File: config.mk
export PLATFORM = sky130hd
export DESIGN_NAME = sysmgmt_resume_ctrl
export DESIGN_NICKNAME = d
export VERILOG_FILES = /design/src/rtl/smc_pkg.sv /design/src/rtl/smc_rst_sync.sv /design/src/rtl/smc_req_qual.sv /design/src/rtl/smc_slots.sv /design/src/rtl/smc_resume_dec.sv /design/src/rtl/sysmgmt_resume_ctrl.sv
export SDC_FILE = /design/constraint.sdc
export NUM_CORES = 1
export LEC_CHECK = 0
export BUFFER_PORTS_ARGS = -buffer_cell sky130_fd_sc_hd__buf_2
export CORE_MARGIN = 2
export CORE_UTILIZATION = 56
export CTS_BUF_LIST = sky130_fd_sc_hd__clkbuf_2
export CTS_CLUSTER_DIAMETER = 100
export CTS_CLUSTER_SIZE = 20
export DETAILED_ROUTE_END_ITERATION = 12
export PLACE_DENSITY = 0.91
export SLEW_MARGIN = 5
export SYNTH_ARGS = -nofsm -noshare
export SYNTH_HDL_FRONTEND = slang
export SYNTH_HIERARCHICAL = 1
export SYNTH_SLANG_ARGS = --single-unit
File: constraint.sdc
create_clock -name clk -period 1.6 [get_ports clk]
set_input_delay 0.24 -clock clk [delete_from_list [all_inputs] [get_ports clk]]
set_output_delay 0.24 -clock clk [all_outputs]
set_load 0.01 [all_outputs]
File: src/rtl/smc_pkg.sv
package smc_pkg;

  typedef enum logic [1:0] {
    CYC_OTHER = 2'b00,
    CYC_IO    = 2'b01,
    CYC_MEMRD = 2'b10,
    CYC_RSVD  = 2'b11
  } cyc_kind_e;

  typedef struct packed {
    logic halt;
    logic io;
    logic next;
  } outcome_t;

  localparam logic SEL_HALT = 1'b0;
  localparam logic SEL_IO   = 1'b1;

endpackage

File: src/rtl/smc_rst_sync.sv
module smc_rst_sync #(
  parameter int STAGES = 2
) (
  input  logic clk,
  input  logic arst_n,
  output logic srst_n
);
  logic [STAGES-1:0] chain_q;
  logic [STAGES-1:0] chain_n;

  always_comb chain_n = {chain_q[STAGES-2:0], 1'b1};

  always_ff @(posedge clk or negedge arst_n) begin
    if (!arst_n) chain_q <= '0;
    else         chain_q <= chain_n;
  end

  assign srst_n = chain_q[STAGES-1];
endmodule

File: src/rtl/smc_req_qual.sv
module smc_req_qual #(
  parameter int SYNC_STAGES = 2,
  parameter int QUAL_CLKS   = 2
) (
  input  logic clk,
  input  logic rst_n,
  input  logic irq_n_i,
  output logic req_evt_o
);
  localparam int CW = $clog2(QUAL_CLKS + 1);
  localparam logic [CW-1:0] CNT_FULL = CW'(QUAL_CLKS);

  logic [SYNC_STAGES-1:0] sync_q, sync_n;
  logic [CW-1:0]          cnt_q, cnt_n;
  logic                   arb_q, arb_n;
  logic                   arb_d_q, arb_d_n;
  logic                   req_s;

  assign req_s = sync_q[SYNC_STAGES-1];

  always_comb begin
    sync_n  = {sync_q[SYNC_STAGES-2:0], ~irq_n_i};
    if (!req_s)                cnt_n = '0;
    else if (cnt_q == CNT_FULL) cnt_n = cnt_q;
    else                       cnt_n = cnt_q + 1'b1;
    arb_n   = (cnt_q == CNT_FULL);
    arb_d_n = arb_q;
  end

  always_ff @(posedge clk or negedge rst_n) begin
    if (!rst_n) begin
      sync_q  <= '0;
      cnt_q   <= '0;
      arb_q   <= 1'b0;
      arb_d_q <= 1'b0;
    end else begin
      sync_q  <= sync_n;
      cnt_q   <= cnt_n;
      arb_q   <= arb_n;
      arb_d_q <= arb_d_n;
    end
  end

  assign req_evt_o = arb_q & ~arb_d_q;

  // arbitration stage only rises after the full qualification count
  a_r2_qualified_before_arb: assert property (@(posedge clk) disable iff (!rst_n)
    $rose(arb_q) |-> $past(cnt_q) == CNT_FULL);
endmodule

File: src/rtl/smc_slots.sv
module smc_slots #(
  parameter int W = 16
) (
  input  logic         clk,
  input  logic         rst_n,
  input  logic         clear_i,
  input  logic         halted_i,
  input  logic         in_mgmt_i,
  input  logic         wr_i,
  input  logic         sel_i,
  input  logic [W-1:0] wdata_i,
  output logic [W-1:0] rdata_o,
  output logic         halt_bit_o,
  output logic [7:0]   io_code_o
);
  import smc_pkg::*;

  logic [W-1:0] halt_q, halt_n;
  logic [W-1:0] io_q, io_n;
  logic         wr_ok;

  assign wr_ok = wr_i & in_mgmt_i;

  always_comb begin
    halt_n = halt_q;
    io_n   = io_q;
    if (clear_i) begin
      halt_n = {{(W-1){1'b0}}, halted_i};
      io_n   = '0;
    end else if (wr_ok) begin
      if (sel_i == SEL_IO) io_n   = wdata_i;
      else                 halt_n = wdata_i;
    end
  end

  always_ff @(posedge clk or negedge rst_n) begin
    if (!rst_n) begin
      halt_q <= '0;
      io_q   <= '0;
    end else begin
      halt_q <= halt_n;
      io_q   <= io_n;
    end
  end

  assign rdata_o    = (sel_i == SEL_IO) ? io_q : halt_q;
  assign halt_bit_o = halt_q[0];
  assign io_code_o  = io_q[7:0];

  // entry snapshots the halted flag and clears the I/O slot
  a_r5_entry_snapshot: assert property (@(posedge clk) disable iff (!rst_n)
    clear_i |=> (halt_q == {{(W-1){1'b0}}, $past(halted_i)}) && (io_q == '0));

  // writes outside management mode leave both slots untouched
  a_r6_write_blocked: assert property (@(posedge clk) disable iff (!rst_n)
    (wr_i && !in_mgmt_i && !clear_i) |=> $stable(halt_q) && $stable(io_q));
endmodule

File: src/rtl/smc_resume_dec.sv
module smc_resume_dec #(
  parameter logic [7:0] IO_CODE = 8'hFF
) (
  input  logic              clk,
  input  logic              rst_n,
  input  logic              resume_i,
  input  logic              in_mgmt_i,
  input  logic              halt_bit_i,
  input  logic [7:0]        io_code_i,
  output smc_pkg::outcome_t out_o
);
  import smc_pkg::*;

  outcome_t out_q, out_n;
  logic     fire;
  logic     io_hit;

  assign fire   = resume_i & in_mgmt_i;
  assign io_hit = (io_code_i == IO_CODE);

  always_comb begin
    out_n.halt = fire & halt_bit_i;
    out_n.io   = fire & ~halt_bit_i & io_hit;
    out_n.next = fire & ~halt_bit_i & ~io_hit;
  end

  always_ff @(posedge clk or negedge rst_n) begin
    if (!rst_n) out_q <= '0;
    else        out_q <= out_n;
  end

  assign out_o = out_q;

  // results are mutually exclusive
  a_r9_onehot_result: assert property (@(posedge clk) disable iff (!rst_n)
    $onehot0(out_q));

  // resume outside management mode yields nothing
  a_r11_resume_ignored: assert property (@(posedge clk) disable iff (!rst_n)
    (resume_i && !in_mgmt_i) |=> (out_q == '0));

  // halt slot set at resume means halt re-entry
  a_r7_halt_wins: assert property (@(posedge clk) disable iff (!rst_n)
    (fire && halt_bit_i) |=> out_q.halt && !out_q.io);
endmodule

File: src/rtl/sysmgmt_resume_ctrl.sv
module sysmgmt_resume_ctrl #(
  parameter int         W           = 16,
  parameter int         SYNC_STAGES = 2,
  parameter int         QUAL_CLKS   = 2,
  parameter logic [7:0] IO_CODE     = 8'hFF
) (
  input  logic         clk,
  input  logic         rst_n,
  input  logic         irq_n,
  input  logic         rdy_n,
  input  logic [1:0]   cyc_kind,
  input  logic         core_halted,
  input  logic         slot_wr,
  input  logic         slot_sel,
  input  logic [W-1:0] slot_wdata,
  output logic [W-1:0] slot_rdata,
  input  logic         resume,
  output logic         enter,
  output logic         in_mgmt,
  output logic         resume_halt,
  output logic         resume_io,
  output logic         resume_next
);
  import smc_pkg::*;

  logic     srst_n;
  logic     req_evt;
  logic     pend_q, pend_n;
  logic     mgmt_q, mgmt_n;
  logic     enter_q, enter_n;
  logic     cyc_ok;
  logic     take;
  logic     halt_bit;
  logic [7:0] io_code;
  outcome_t result;

  smc_rst_sync #(.STAGES(2)) u_rst (
    .clk(clk), .arst_n(rst_n), .srst_n(srst_n)
  );

  smc_req_qual #(.SYNC_STAGES(SYNC_STAGES), .QUAL_CLKS(QUAL_CLKS)) u_qual (
    .clk(clk), .rst_n(srst_n), .irq_n_i(irq_n), .req_evt_o(req_evt)
  );

  assign cyc_ok = (cyc_kind_e'(cyc_kind) == CYC_IO) ||
                  (cyc_kind_e'(cyc_kind) == CYC_MEMRD);
  assign take   = ~mgmt_q & ~rdy_n & cyc_ok & (pend_q | req_evt);

  always_comb begin
    pend_n  = (pend_q | req_evt) & ~take;
    enter_n = take;
    mgmt_n  = mgmt_q;
    if (take)                 mgmt_n = 1'b1;
    else if (resume && mgmt_q) mgmt_n = 1'b0;
  end

  always_ff @(posedge clk or negedge srst_n) begin
    if (!srst_n) begin
      pend_q  <= 1'b0;
      mgmt_q  <= 1'b0;
      enter_q <= 1'b0;
    end else begin
      pend_q  <= pend_n;
      mgmt_q  <= mgmt_n;
      enter_q <= enter_n;
    end
  end

  smc_slots #(.W(W)) u_slots (
    .clk(clk), .rst_n(srst_n), .clear_i(take), .halted_i(core_halted),
    .in_mgmt_i(mgmt_q), .wr_i(slot_wr), .sel_i(slot_sel),
    .wdata_i(slot_wdata), .rdata_o(slot_rdata),
    .halt_bit_o(halt_bit), .io_code_o(io_code)
  );

  smc_resume_dec #(.IO_CODE(IO_CODE)) u_dec (
    .clk(clk), .rst_n(srst_n), .resume_i(resume), .in_mgmt_i(mgmt_q),
    .halt_bit_i(halt_bit), .io_code_i(io_code), .out_o(result)
  );

  assign enter       = enter_q;
  assign in_mgmt     = mgmt_q;
  assign resume_halt = result.halt;
  assign resume_io   = result.io;
  assign resume_next = result.next;

  // entry strobe lasts one cycle and coincides with management mode
  a_r4_enter_pulse: assert property (@(posedge clk) disable iff (!srst_n)
    enter |=> !enter);
  a_r4_enter_in_mgmt: assert property (@(posedge clk) disable iff (!srst_n)
    enter |-> in_mgmt);

  // entry only after a ready edge of a qualifying cycle kind
  a_r3_cycle_kind: assert property (@(posedge clk) disable iff (!srst_n)
    enter |-> !$past(rdy_n) &&
              ($past(cyc_kind) == 2'b01 || $past(cyc_kind) == 2'b10));

  // no entry while already in management mode
  a_r10_no_nested: assert property (@(posedge clk) disable iff (!srst_n)
    enter |-> !$past(in_mgmt));
endmodule

==> results of run 1 <==
-- cells in the final DEF, fill, tap and decap left out, drive strengths merged, types with 2 or more instances in the layout --
cell type	instances
nand2	64
buf	56
dfrtp	46
a21oi	34
mux2	16
clkbuf	6
dlygate4sd3	4
xnor2	2
clkinv	2
and4	2
and3b	2
inv	2
nor2b	2
nand3b	2
and3	2
-- Yosys cell counts (2+ instances only) --
cell and instances:
a21oi_1 24, and4_1 2, buf_6 3, buf_4 11
inv_1 2, and3b_1 2, mux2_2 16, nand2_1 64
a21oi_2 10, dfrtp_1 46, nor2b_1 2, buf_2 3
clkbuf_1 2, xnor2_1 2
-- final cells by class --
cell class	instances	area [um2]	share of cell area, %
well taps	48	60.1	2.42
flip-flops and latches	46	1150	46.5
repair buffers	60	395	15.9
clock inverters	2	10.0	0.404
multi-input cells	137	825	33.2
clock buffers	6	30.0	1.21
inverters	2	7.51	0.303
-- layer usage --
| metal | wire (um) | track usage, % |
|---|---|---|
| met1 | 1830 | 26.3 |
| met2 | 2170 | 36.1 |
| met5 | 0 | 0 |
| met4 | 61 | 7.03 |
| met3 | 195 | 5.48 |
-- worst max path at each step --
stage                      startpoint                  to  slack [ns]  cells after the start
floorplan                     in_mgmt  u_slots/halt_q[10]        0.08                      4
global placement              in_mgmt    u_slots/io_q[15]        0.18                      4
detailed placement            in_mgmt   u_slots/halt_q[4]        0.11                      4
CTS                   u_slots/io_q[2]       slot_rdata[2]        0.05                      2
global route        u_slots/halt_q[0]       slot_rdata[0]       0.004                      2
finish                u_slots/io_q[5]       slot_rdata[5]        0.08                      2
-- cell families after synthesis --
group	Yosys count
xor gates and xnor gates	2
DFF	46
adders and majority gates	1
buffers and inverters	22
muxes	16
and+or+nand+nor	80
other	1
AOI/OAI and AO/OA	37
-- tightest hold or removal path: stages --
cell and delay, ns:
buf_2 0.11, nand2_1 0.05, a21oi_1 0.05
-- registers in the layout, indices dropped and copies added, names as in the netlist --
register and flops:
u_dec/out_o 3, u_qual/arb_d_n 1, u_rst/chain_q 2, u_slots/io_q 16, enter 1, u_qual/cnt_q 2, u_qual/arb_d_q 1, in_mgmt 1
u_qual/sync_q 2, pend_q 1, u_slots/halt_q 16
-- stage by stage --
step                util (%)  instances
finish                  67.7        301
detailed placement      64.7        285
CTS                     66.4        295
floorplan                  -        205
global route            67.7        301
global placement        64.7        285
-- power groups by stage --
stage               combinational [mW]  sequential [mW]  clock (mW)
floorplan                        0.851             1.70           0
global placement                  1.07             1.72           0
detailed placement                1.11             1.75           0
CTS                               1.12             1.72       0.474
global route                      1.27             1.77       0.532
finish                            1.14             1.73       0.462
-- timing repair --
item,in CTS,in global routing
setup endpoints to repair,0,5
hold buffers,2,2
gates resized for setup,0,0
setup buffers,0,4
hold endpoints to repair,3,2
==> out/qor.yml, run 1 <==
pwr:
  switching_share_pct: 34.3
  p_sw_mw: 1.14
  powerDensity_nw_per_um2: 1340
  p_clk_share_pct: 13.9
  internal_power_mw: 2.19
  peakVddDrop_mv: 0.782
  p_leak_nw: 1.25
  power_frac_comb_pct: 34.3
  totalPowerFinal_mw: 3.33
  pwr-share-seq_pct: 51.8
clock_network:
  cts_made_buffers: 5
  clk_pin_slew_ns: 0.22
  clk_path_buf_depth: 2
  numClockSinks: 46
  cts_tree: "done"
  cts_root_buffer: "clkbuf_2"
  htreeDepth: 2
  clk_latency_ns: 0.41
sta:
  drv_slew: 0
  finClkSkew_ns: 0.0156
  fmax_mhz: 660
  setup_viol_count_final: 0
  hold_viol_final: 0
  timing.final.ws_setup_ns: 0.0845
  worst_hold_slack_ns: 0.0333
  rsz0062_at_grt: "false"
  period_needed_ns: 1.52
  fin_crit_sh_pct: 94.7
  tns_ns: 0
setup_path:
  critical_path.cell_chain: "mux2_2 -> buf_2"
  crit_type: "flop to primary output"
  reg2reg_from: "in_mgmt"
  max_stage_delay_ns: 0.45
  crit_path_end_kind: "primary output"
  timing.rr.end: "u_slots/halt_q[12]"
  cp_max_fo: 3
  ff2ff_path_depth: 4
  cp_top_family: "flip-flops"
  crit_arrival_ns: 1.28
  cp-start-kind: "flop"
  path_buf_inv: 1
  cp_slowest_cell: "dfrtp_1"
  reg2reg_setup_slack_ns: 0.11
  critical_path_required_ns: 1.36
place:
  port_buffers: 46
  pre_cts_ws_ns: 0.113
  finalWeightedCongestion: 0.739
  dpl-instance-area_um2: 2370
  hpwl_um: 2890
detailed_routing:
  viasPerCell: 5.30
  routedWlPerCell_um: 14.2
  ant_nets: 0
  route.detailed.drc: 0
  drt_iter0_markers: 103
  via_count: 1596
  drtPass1Iterations: 4
  wl_um: 4260
cells_and_area:
  area_growth_pct: 17.0
  drive_above_1_share_pct: 37.9
  nets: 279
  finalInstanceArea_um2: 2480
  filler_cell_count: 278
  num_antenna_cells: 0
synthesis:
  synth.cell_area_um2: 2120
  syn_area_per_cell_um2: 10.3
  yosys.area.top_type: "dfrtp_1"
  yosys_warnings: 6
  synth_top_family_by_area: "simple AND/OR/NAND/NOR gates"
  synth_top_flop_cell: "dfrtp_1"
  synth_seq_cells: 46
  syn_inst: 205
  muxShareOfSynthArea_pct: 8.50
  synthAdderAreaFrac_pct: 0.590
  ys_seq_area_share_pct: 54.3
  synth_edf_count: 0
  synth.top_cells.by_area: "dfrtp_1 (54%), nand2_1 (11%), mux2_2 (8.5%)"
  synth_compound_area_share_pct: 11.2
  ys_types: 30
  synth.top_cell.area_share_pct: 54.3
  ys_async_sr_fraction_pct: 100
  synth-simple-area-share_pct: 17.3
  synthesis.nets: 232
  synth-xor-area-share_pct: 0.826
global_route:
  grt_pass1_wl_um: 6840
  grt_usage_pct: 21.2
  antenna_found_initial: 0
  grt_pass1_vias: 1534
  grt_max_degree: 28
  grt_overflow: 0
min_path:
  min_path_type: "primary input to flop"
  whs_path_depth: 3
  holdPathEnd: "u_slots/halt_q[7]"
  hold_path.startpoint: "slot_wdata[7]"
floorplan:
  coreArea_um2: 3660
  die_w_um: 65.5
  dieArea_um2: 4290
  io_pins: 47
  start_util_pct: 57.9
  die_y_um: 65.5
  rows: 22
outcome:
  outcome: "finished, final reports clean"
flow_run:
  cap_violations: 0
(Power assumes the default switching activity.)
==> run 2, diff against run 1 <==
CORE_UTILIZATION = 55   (was 56)
SYNTH_HIERARCHICAL = not set   (was 1)
==> run 2 against run 1 <==
Wire length fell by 6.6%. Synthesized area fell by 6.6%. Global-route usage rose by 0.78 points. Non-clock buffer count fell by 1. Cell count fell by 0.66%. Total power rose by 4.6%. Critical path type unchanged.
==> out/qor.yml, run 2 <==
floorplan:
  rows: 21
  die_w_um: 64.0
  io_pins: 47
  start_util_pct: 58.4
  die_y_um: 64.0
  coreArea_um2: 3390
  dieArea_um2: 4100
global_route:
  grt_pass1_vias: 1486
  grt_max_degree: 27
  antenna_found_initial: 0
  grt_pass1_wl_um: 6800
  grt_usage_pct: 22.0
  grt_overflow: 0
synthesis:
  ys_async_sr_fraction_pct: 100
  synth_seq_cells: 46
  synth.top_cell.area_share_pct: 58.1
  synthTopCellsByCount: "nand2_1 (64), dfrtp_1 (46), a21oi_1 (32), mux2_2 (18), buf_2 (8)"
  synth_top_flop_cell: "dfrtp_1"
  syn_inst: 198
  synth_most_common_cell: "nand2_1"
  synth.top_cells.by_area: "dfrtp_1 (58%), nand2_1 (12%), mux2_2 (10%)"
  synth.cell_area_um2: 1980
  syn_area_per_cell_um2: 10.0
  yosys_warnings: 0
  ys_seq_area_share_pct: 58.1
  synth_edf_count: 0
  ys_types: 24
  synthesis.nets: 225
  yosys.area.top_type: "dfrtp_1"
flow_run:
  cap_violations: 0
setup_path:
  crit_arrival_ns: 1.26
  worstSetupStartpoint: "u_slots.io_q[6]"
  cp_max_fo: 3
  crit_path_end_kind: "primary output"
  reg2reg_from: "in_mgmt"
  cp_top_family: "flip-flops"
  critical_path.cell_chain: "mux2_2 -> buf_2"
  path_buf_inv: 1
  critical_path_required_ns: 1.36
  crit_type: "flop to primary output"
  max_stage_delay_ns: 0.45
  cp_slowest_cell: "dfrtp_1"
  cp-start-kind: "flop"
place:
  hpwl_um: 2830
  port_buffers: 46
  finalWeightedCongestion: 0.798
  dpl-instance-area_um2: 2290
clock_network:
  numClockSinks: 46
  cts_root_buffer: "clkbuf_2"
  cts_made_buffers: 5
  cts_tree: "done"
  htreeDepth: 2
  clk_path_buf_depth: 2
  clk_pin_slew_ns: 0.21
  clk_latency_ns: 0.40
cells_and_area:
  final_common_cell: "nand2_1"
  filler_cell_count: 247
  regArea_um2: 1150
  nets: 279
  area_growth_pct: 21.0
  finalInstanceArea_um2: 2400
  multiInputGateArea_um2: 759
  drive_above_1_share_pct: 33.2
  num_antenna_cells: 0
  layout_common_cells: "nand2_1 (64), buf_2 (46), dfrtp_1 (45), a21oi_1 (32), mux2_2 (18)"
pwr:
  powerDensity_nw_per_um2: 1450
  p_leak_nw: 1.21
  peakVddDrop_mv: 0.804
sta:
  fmax_mhz: 665
  tightest_slew_ns: 0.597
  rsz0062_at_grt: "false"
  slew_headroom_pct: 60.2
  setup_viol_count_final: 0
  finClkSkew_ns: 0.0115
  worst_hold_slack_ns: 0.0532
  drv_slew: 0
  period_needed_ns: 1.50
  fin_crit_sh_pct: 93.9
  tns_ns: 0
  hold_viol_final: 0
detailed_routing:
  via_count: 1568
  route.detailed.drc: 0
  wl_um: 3980
  ant_nets: 0
  routedWlPerCell_um: 13.3
  drtPass1Iterations: 4
  viasPerCell: 5.24
  drt_iter0_markers: 100
min_path:
  hold_path.startpoint: "slot_wdata[1]"
  min_path_type: "primary input to flop"
outcome:
  outcome: "finished, final reports clean"
==> run 2: cell count changes after synthesis, moves of 3 or more <==
cell     before  now
a21oi_1      24   32
a21oi_2      10    0
buf_2         3    8
buf_4        11    0
buf_6         3    0
==> run 2: logic make-up (layout without fill, tap and decap cells) <==
| group | after synthesis | after routing | share of synthesized area [%] |
|---|---|---|---|
| AND/OR/NAND/NOR | 79 | 79 | 16.7 |
| flip-flops | 46 | 46 | 58.1 |
| buffers and inverters | 16 | 71 | 3.54 |
| multiplexers | 18 | 18 | 10.2 |
| XOR/XNOR | 2 | 2 | 0.885 |
| adder cells (fa/ha/maj) | 1 | 1 | 0.632 |
| AO/OA/AOI/OAI | 35 | 35 | 9.73 |
| other | 1 | 1 | 0.189 |
==> run 2: worst register-to-register path, stage by stage (launching register included) <==
cell and delay, ns:
dfrtp_1 0.42, or2_1 0.27, a211oi_4 0.26, buf_4 0.30, a21oi_1 0.08
==> run 2: repair_timing <==
action / in CTS / in global routing
setup buffers: 0 / 1
endpoints found under the setup margin: 0 / 1
hold endpoints to repair: 3 / 1
hold buffers: 2 / 1
resized for setup: 0 / 0
==> run 2: cell type report <==
| type | count | area share (%) |
|---|---|---|
| Sequential cell | 46 | 48.1 |
| Clock inverter | 1 | 1.25 |
| Inverter | 4 | 0.626 |
| Timing Repair Buffer | 59 | 14.5 |
| Tap cell | 46 | 2.40 |
| Multi-Input combinational cell | 136 | 31.7 |
| Clock buffer | 7 | 1.46 |
==> run 2: final timing paths <==
path | cells after the start | slack, ns | to
setup / recovery | 2 | 0.1 | slot_rdata[6]
hold / removal | 3 | 0.05 | u_slots.halt_q[1]
setup reg to reg | 4 | 0.18 | u_slots.halt_q[4]
hold reg to reg | 0 | 0.28 | u_slots.halt_q[13]
max in group asynchronous | 1 | 0.80 | u_slots.io_q[5]
min in group asynchronous | 2 | 0.12 | u_rst.chain_q[1]
==> run 2: power breakdown <==
| part | switching, mW | internal (mW) | leakage [nW] |
|---|---|---|---|
| Combinational | 0.569 | 0.561 | 0.561 |
| Sequential | 0.214 | 1.52 | 0.608 |
| Clock | 0.339 | 0.278 | 0.0432 |
==> run 2: stage by stage <==
stage / util, % / power, mW / std cells / worst slack [ns]
floorplan: - / 2.48 / 198 / 0.00395
global placement: 67.7 / 2.83 / 287 / 0.219
detailed placement: 67.7 / 2.88 / 287 / 0.187
CTS: 70.2 / 3.49 / 297 / 0.0642
global route: 70.7 / 3.76 / 299 / 0.00867
finish: 70.7 / 3.49 / 299 / 0.0970
==> run 2: per-layer routing <==
metal	part of all wire (%)	wire length, um	up-vias	GRT usage (%)
met4	1.8	70	0	8.97
met5	0	0	-	0
met2	49	1940	53	34.4
met3	4.8	190	7	4.58
met1	45	1770	754	30.0
li1	-	-	754	-
==> run 3, diff against run 2 <==
CORE_MARGIN = not set   (was 2)
CTS_CLUSTER_SIZE = 16   (was 20)
==> run 3 against run 2 <==
The flow now finishes with violations (hold timing). Via count is 4.8% higher. Critical path depth stayed put. Sequential power hardly changed.
==> out/qor.yml, run 3 (same netlist as run 2, synthesis figures left out) <==
setup_path:
  path_buf_inv: 1
  critical_path.cell_chain: "mux2_2 -> buf_2"
  cp_slowest_cell: "dfrtp_1"
  crit_path_end_kind: "primary output"
  cp_max_fo: 3
  reg2reg_from: "in_mgmt"
  ff2ff_path_depth: 4
  crit_type: "flop to primary output"
  cp_top_family: "flip-flops"
  reg2reg_setup_slack_ns: 0.12
  crit_end: "slot_rdata[3]"
  crit_arrival_ns: 1.33
  worstSetupStartpoint: "u_slots.io_q[3]"
  timing.rr.end: "u_slots.io_q[13]"
  critical_path_required_ns: 1.36
  cp-start-kind: "flop"
  cp_num_cells: 2
  max_stage_delay_ns: 0.46
clock_network:
  clk_path_buf_depth: 2
  cts_tree: "done"
  cts_made_buffers: 5
  htreeDepth: 2
  clk_pin_slew_ns: 0.26
  numClockSinks: 46
  cts_root_buffer: "clkbuf_2"
  clk_latency_ns: 0.45
global_route:
  grt_usage_pct: 24.5
  grt_pass1_wl_um: 6640
  grt_busiest_layer: "met2"
  grt_use_met2_pct: 43.3
  grt_use_met1_pct: 30.5
  grt_pass1_vias: 1498
  antenna_found_initial: 0
  grt_max_degree: 32
  grt_overflow: 0
  met3_usage_pct: 5.59
sta:
  finClkSkew_ns: 0.0332
  fmax_mhz: 636
  hold_viol_final: 3
  drv_slew: 0
  period_needed_ns: 1.57
  setup_viol_count_final: 0
  worst_hold_slack_ns: -0.0141
  fin_crit_sh_pct: 98.3
pwr:
  peakVddDrop_mv: 0.900
  powerDensity_nw_per_um2: 1480
  totalPowerFinal_mw: 3.78
  p_leak_nw: 1.29
floorplan:
  dieArea_um2: 3850
  rows: 21
  start_util_pct: 58.4
  die_y_um: 62.0
  io_pins: 47
  die_w_um: 62.0
  coreArea_um2: 3390
cells_and_area:
  final_common_cell: "nand2_1"
  layout_common_cells: "nand2_1 (64), dfrtp_1 (45), buf_2 (45), a21oi_1 (32), mux2_2 (17)"
  num_antenna_cells: 0
  area_growth_pct: 29.2
  nets: 291
  drive_above_1_share_pct: 33.2
place:
  port_buffers: 46
  finalWeightedCongestion: 0.781
  hpwl_um: 2790
detailed_routing:
  viasPerCell: 5.28
  routedWlPerCell_um: 14.4
  route.detailed.drc: 0
  drtPass1Iterations: 4
  drt_iter0_markers: 137
  via_count: 1643
  ant_nets: 0
  wl_um: 4480
outcome:
  violations: "hold timing"
  outcome: "finished, violations left"
flow_run:
  cap_violations: 0
min_path:
  min_path_type: "primary input to flop"
[run 3: cell types whose count changed in the layout (fill, tap and decap cells not counted), sizes merged]
cell         change
dlygate4sd3      +8
buf              +4
clkbuf           -2
bufinv           +1
clkinv           +1
[run 3: worst min-delay path by stage]
stage                     depth (start not counted)          start           endpoint
after floorplan                                   0          rst_n   u_rst.chain_q[0]
after global placement                            1          rst_n   u_rst.chain_q[0]
after detailed placement                          1          rst_n   u_rst.chain_q[0]
after CTS                                         3  slot_wdata[2]  u_slots.halt_q[2]
after global routing                              3  slot_wdata[4]  u_slots.halt_q[4]
final                                             3  slot_wdata[4]    u_slots.io_q[4]
[run 3: timing repair]
item	4_1_cts	5_1_grt
setup buffers	0	3
hold buffers	2	9
gates resized for setup	0	2
hold endpoints to repair	3	11
setup endpoints to repair	0	4
[run 3: layout make-up]
type	count	area, um2
Inverter	4	15.0
Clock inverter	3	68.8
Timing Repair Buffer	71	477
Clock buffer	5	25.0
Multi-Input combinational cell	136	763
Sequential cell	46	1150
Tap cell	46	57.6
Fill cell	231	831
[run 3: worst register-to-register path, delay by kind of cell, from the launching register on]
family	cells	cell delay, ns
AO/OA/AOI/OAI	2	0.34
buffers and inverters	1	0.30
AND/OR/NAND/NOR	1	0.28
flip-flops	1	0.43
[run 3: stage by stage]
step	setup WS [ns]	util (%)	instance area [um2]	TNS [ns]	instances
detailed placement	0.217	68.5	2320	0	289
CTS	0.0269	71.9	2440	0	299
finish	0.0273	75.5	2560	0	311
global route	-0.0140	75.5	2560	-0.0462	311
floorplan	0.00395	-	1980	0	198
global placement	0.249	68.5	2320	0	289
[run 3: where the power goes]
part	total [mW]	leakage (nW)	internal [mW]	switching, mW
Combinational	1.22	0.626	0.621	0.604
Clock	0.821	0.0532	0.423	0.398
Sequential	1.73	0.608	1.52	0.208
[run 3: per-layer routing]
metal / wire length [um] / vias up
met5: 0 / -
met3: 231 / 5
met2: 2360 / 54
met4: 48 / 0
met1: 1830 / 798
li1: - / 786
